===== config.mk =====
export PLATFORM = sky130hd
export DESIGN_NAME = gpio_irq_unit
export DESIGN_NICKNAME = d
export VERILOG_FILES = /design/src/rtl/gpio_irq_pkg.sv /design/src/rtl/gpio_irq_edge.sv /design/src/rtl/gpio_irq_trig.sv /design/src/rtl/gpio_irq_flag.sv /design/src/rtl/gpio_irq_unit.sv
export SDC_FILE = /design/constraint.sdc
export NUM_CORES = 1
export LEC_CHECK = 0
export BUFFER_PORTS_ARGS = -buffer_cell sky130_fd_sc_hd__buf_2
export CORE_AREA = 2 2 99 101
export DETAILED_ROUTE_END_ITERATION = 16
export DIE_AREA = 0 0 101 103
export GPL_TIMING_DRIVEN = 0
export PLACE_DENSITY = 0.86
export SYNTH_ARGS = -nofsm -noshare
export SYNTH_HDL_FRONTEND = slang
export SYNTH_HIERARCHICAL = 1
export SYNTH_SLANG_ARGS = --single-unit

===== constraint.sdc =====
create_clock -name clk -period 3.4 [get_ports clk]
set_clock_uncertainty 0.15 [all_clocks]
set_input_delay 0.68 -clock clk [delete_from_list [all_inputs] [get_ports clk]]
set_output_delay 0.68 -clock clk [all_outputs]
set_load 0.02 [all_outputs]

===== src/rtl/gpio_irq_pkg.sv =====
package gpio_irq_pkg;

    typedef enum logic [2:0] {
        KIND_OFF    = 3'd0,
        KIND_LVL_LO = 3'd1,
        KIND_LVL_HI = 3'd2,
        KIND_FALL   = 3'd3,
        KIND_RISE   = 3'd4,
        KIND_BOTH   = 3'd5
    } trig_kind_t;

    function automatic trig_kind_t decode_kind(logic sel, logic trig, logic pol, logic dual);
        trig_kind_t k;
        if (!sel)
            k = KIND_OFF;
        else if (!trig)
            k = pol ? KIND_LVL_HI : KIND_LVL_LO;
        else if (dual)
            k = KIND_BOTH;
        else
            k = pol ? KIND_RISE : KIND_FALL;
        return k;
    endfunction

endpackage


===== src/rtl/gpio_irq_edge.sv =====
module gpio_irq_edge #(
    parameter int PINS = 32
) (
    input  logic            clk,
    input  logic            rst_n,
    input  logic [PINS-1:0] pin_level,
    output logic [PINS-1:0] rise_o,
    output logic [PINS-1:0] fall_o
);
    typedef struct packed {
        logic [PINS-1:0] prev;
        logic            seeded;
    } edge_state_t;

    edge_state_t st_d, st_q;

    always_comb begin
        st_d        = st_q;
        st_d.prev   = pin_level;
        st_d.seeded = 1'b1;
    end

    always_ff @(posedge clk or negedge rst_n) begin
        if (!rst_n) begin
            st_q <= '0;
        end else begin
            st_q <= st_d;
        end
    end

    assign rise_o = {PINS{st_q.seeded}} &  pin_level & ~st_q.prev;
    assign fall_o = {PINS{st_q.seeded}} & ~pin_level &  st_q.prev;

endmodule


===== src/rtl/gpio_irq_trig.sv =====
module gpio_irq_trig
    import gpio_irq_pkg::*;
#(
    parameter int PINS = 32
) (
    input  logic [PINS-1:0] cfg_int,
    input  logic [PINS-1:0] cfg_trig,
    input  logic [PINS-1:0] cfg_pol,
    input  logic [PINS-1:0] cfg_dual,
    input  logic [PINS-1:0] pin_level,
    input  logic [PINS-1:0] rise_i,
    input  logic [PINS-1:0] fall_i,
    output logic [PINS-1:0] event_o
);
    for (genvar p = 0; p < PINS; p++) begin : g_pin
        trig_kind_t kind;
        always_comb begin
            kind = decode_kind(cfg_int[p], cfg_trig[p], cfg_pol[p], cfg_dual[p]);
            unique case (kind)
                KIND_LVL_LO: event_o[p] = ~pin_level[p];
                KIND_LVL_HI: event_o[p] =  pin_level[p];
                KIND_FALL:   event_o[p] =  fall_i[p];
                KIND_RISE:   event_o[p] =  rise_i[p];
                KIND_BOTH:   event_o[p] =  rise_i[p] | fall_i[p];
                default:     event_o[p] =  1'b0;
            endcase
        end
    end

endmodule


===== src/rtl/gpio_irq_flag.sv =====
module gpio_irq_flag #(
    parameter int PINS = 32
) (
    input  logic            clk,
    input  logic            rst_n,
    input  logic [PINS-1:0] event_i,
    input  logic            clr_we,
    input  logic [PINS-1:0] clr_mask,
    input  logic [PINS-1:0] cfg_int,
    input  logic [PINS-1:0] cfg_mask,
    output logic [PINS-1:0] flags_o,
    output logic            irq_o
);
    typedef struct packed {
        logic [PINS-1:0] flags;
    } flag_state_t;

    flag_state_t st_d, st_q;
    logic [PINS-1:0] wipe;

    always_comb begin
        wipe       = clr_we ? clr_mask : '0;
        st_d       = st_q;
        st_d.flags = event_i | (st_q.flags & ~wipe);
    end

    always_ff @(posedge clk or negedge rst_n) begin
        if (!rst_n) begin
            st_q <= '0;
        end else begin
            st_q <= st_d;
        end
    end

    assign flags_o = st_q.flags;
    assign irq_o   = |(st_q.flags & cfg_int & ~cfg_mask);

endmodule


===== src/rtl/gpio_irq_unit.sv =====
module gpio_irq_unit #(
    parameter int PINS = 32
) (
    input  logic            clk,
    input  logic            rst_n,
    input  logic [PINS-1:0] pin_level,
    input  logic [PINS-1:0] cfg_int,
    input  logic [PINS-1:0] cfg_mask,
    input  logic [PINS-1:0] cfg_trig,
    input  logic [PINS-1:0] cfg_pol,
    input  logic [PINS-1:0] cfg_dual,
    input  logic            clr_we,
    input  logic [PINS-1:0] clr_mask,
    output logic [PINS-1:0] flags_o,
    output logic            irq_o
);
    logic [PINS-1:0] rise, fall, hit;

    gpio_irq_edge #(.PINS(PINS)) u_edge (
        .clk       (clk),
        .rst_n     (rst_n),
        .pin_level (pin_level),
        .rise_o    (rise),
        .fall_o    (fall)
    );

    gpio_irq_trig #(.PINS(PINS)) u_trig (
        .cfg_int   (cfg_int),
        .cfg_trig  (cfg_trig),
        .cfg_pol   (cfg_pol),
        .cfg_dual  (cfg_dual),
        .pin_level (pin_level),
        .rise_i    (rise),
        .fall_i    (fall),
        .event_o   (hit)
    );

    gpio_irq_flag #(.PINS(PINS)) u_flag (
        .clk      (clk),
        .rst_n    (rst_n),
        .event_i  (hit),
        .clr_we   (clr_we),
        .clr_mask (clr_mask),
        .cfg_int  (cfg_int),
        .cfg_mask (cfg_mask),
        .flags_o  (flags_o),
        .irq_o    (irq_o)
    );

endmodule


==> results.toml <==
[final_layout]
nets = 979
drive_gt1_share_pct = 39.7
diodes = 0
final_cell_area_um2 = 6030
final_common_cell = "buf_2"
layout_common_cells = "buf_2 (261), dfrtp_1 (65), nand2_1 (64)"
areaGrowthSynthToFinish_pct = 36.4

[detailed_routing]
via_count = 4760
first_pass_iters = 4
totalWireLength_um = 14200
ant_nets = 0
drc = 0
viasPerCell = 5.48
avgRoutedWirePerCell_um = 16.4
drtIter0Drc = 100

[critical_path]
critical_path.cell_chain = "buf_2 -> nand2_1 -> o22ai_1 -> or2_1 -> nor3_1 -> nand4_1 -> buf_2"
cp-start-kind = "input pin"
crit_arrival_ns = 1.73
reg2reg_from = "u_edge/st_q[0]$_DFF_PN0_"
r2r-end = "u_flag/flags_o[5]$_DFF_PN0_"
critPathMaxStageDelay_ns = 0.23
r2r_cells = 6
critPathMaxFanout = 3
crit_required_ns = 2.57
crit_top_cell = "buf_2"
r2r_slack_ns = 1.60
endpoint_kind = "output port"
crit_type = "input pin to output port"
crit_slowest_cell = "or2_1"

[global_routing]
grt_max_degree = 66
use_met1_pct = 29.6
grt_pass1_wl_um = 21200
use_met3_pct = 6.03
grt_pass1_vias = 4742
grt_use_met2_pct = 47.9
overflow = 0
track_usage_pct = 26.1
antenna_found_initial = 0
gr-max-usage-layer = "met2"

[sta]
fin_crit_sh_pct = 75.2
rsz0062_at_grt = "false"
finalHoldViolations = 0
finalMaxSlewViolations = 0
whs_ns = 0.308
relSlewSlack_pct = 43.5
min_period_ns = 2.56
fin_setup_tns_ns = 0
clock.fmax_mhz = 391
setup_slack_ns = 0.843
max_slew.worst_pin.slew_ns = 0.847
setup_viol_count_final = 0

[placed_design]
dpl.hpwl_um = 11700
port_buffers = 259
pre_cts_slack_ns = 0.786
place_area_um2 = 5860
routabilityCongestion = 0.881

[power]
total_power_w = 0.00218
p_per_area_nw_per_um2 = 362
vdd_drop_max_mv = 0.176
p_leak_nw = 3.27

[yosys]
synth_cells = 482
ys_ff_latch = 65
yosys_warnings = 6
syn_area_um2 = 4420
ys_types = 28
syn_avg_cell_area_um2 = 9.17
ys_seq_area_share_pct = 36.8
syn-num-nets = 709

[clock_network]
htree_levels = 3
clock_path_buffers = 2
cts_setup_buffers = 0
cts_buffers = 9
clkSlewWorstSetupHoldPaths_ns = 0.07
cts_tree = "yes"
cts_resized = 0
clock-sinks = 65
cts-hold-fix-buffers = 0
clock_latency_ns = 0.31
cts-root-buf = "clkbuf_8"

[floorplanning]
die_w_um = 101
num_rows = 36
core-area_um2 = 9460
ioPinCount = 260
die_area_um2 = 10400
dieHeight_um = 103
initial_utilization_pct = 46.7

[status]
outcome = "completed"

[flow_run]
drv_cap = 0

[hold_path]
min_path_type = "input pin to asynchronous set/reset pin"
## flip-flops by register name, summed over array words and instances (netlist names)
name            count
u_edge/st_q        33
u_flag/flags_o     32
## per-layer routing
metal	share of wire (%)	up-vias
li1	-	2281
met1	39	2246
met2	52	204
met3	6.9	29
met4	2.1	0
met5	0	-
## cells in the mapped netlist
library cell	n	area, um^2
and3b_1	60	526
nor2_1	31	116
inv_1	25	93.8
o21a_1	31	233
nand3b_1	32	240
and3b_2	4	40.0
nor3_1	2	10.0
buf_6	1	11.3
buf_2	3	15.0
o311ai_1	25	219
nand4_1	1	6.26
xnor2_1	32	280
o21ai_0	1	5.00
o311ai_2	6	97.6
o311ai_0	1	8.76
or2_1	2	12.5
nand2_1	64	240
inv_2	6	22.5
a21o_1	30	225
buf_8	6	90.1
nand2b_1	1	6.26
dfrtp_1	65	1630
a21o_2	2	17.5
o21ai_1	31	155
a21oi_1	1	5.00
o22ai_1	16	100
nor4_1	2	12.5
conb_1	1	3.75
## power breakdown
group          internal, W  leakage [nW]  switching, W
sequential        0.000860         0.770     0.0000609
combinational     0.000312          2.41      0.000363
clock             0.000314        0.0875      0.000272
total              0.00149          3.27      0.000696
## cell families (layout without fill, tap and decap cells)
kind of cell	count (synthesis)	in the layout	synth area share (%)
buffers and inverters	41	313	5.27
xor gates and xnor gates	32	32	6.34
other	1	1	0.0849
AOI/OAI and AO/OA	144	144	24.1
and+or+nand+nor	199	199	27.4
DFF	65	65	36.8
## per-stage QoR
step           utilization, %  instances
6_report                 63.7        868
3_3_place_gp             61.9        855
2_1_floorplan               -        482
4_1_cts                  63.7        868
5_1_grt                  63.7        868
3_5_place_dp             62.0        855
## final cells by class
type	instances	area (um^2)
sequential	65	1630
fill	856	3430
inverter	31	116
buffer	10	116
multi-input combinational	376	2560
tap	114	143
timing repair buffer	259	1300
clock buffer	13	169
## worst max path at each step
stage | startpoint | end | slack, ns | cells past startpoint
global route | cfg_int[10] | irq_o | 0.76 | 7
global placement | cfg_int[1] | irq_o | 0.81 | 7
CTS | cfg_int[1] | irq_o | 0.79 | 7
finish | cfg_int[1] | irq_o | 0.84 | 7
floorplan | cfg_int[10] | irq_o | 1.15 | 5
detailed placement | cfg_int[1] | irq_o | 0.79 | 7
## worst max-delay path, delay by kind of cell
kind | cells | cell delay (ns)
simple gates | 4 | 0.65
buf+inv | 2 | 0.31
compound gates | 1 | 0.08
Note: power is estimated with default switching activity, not from simulation.
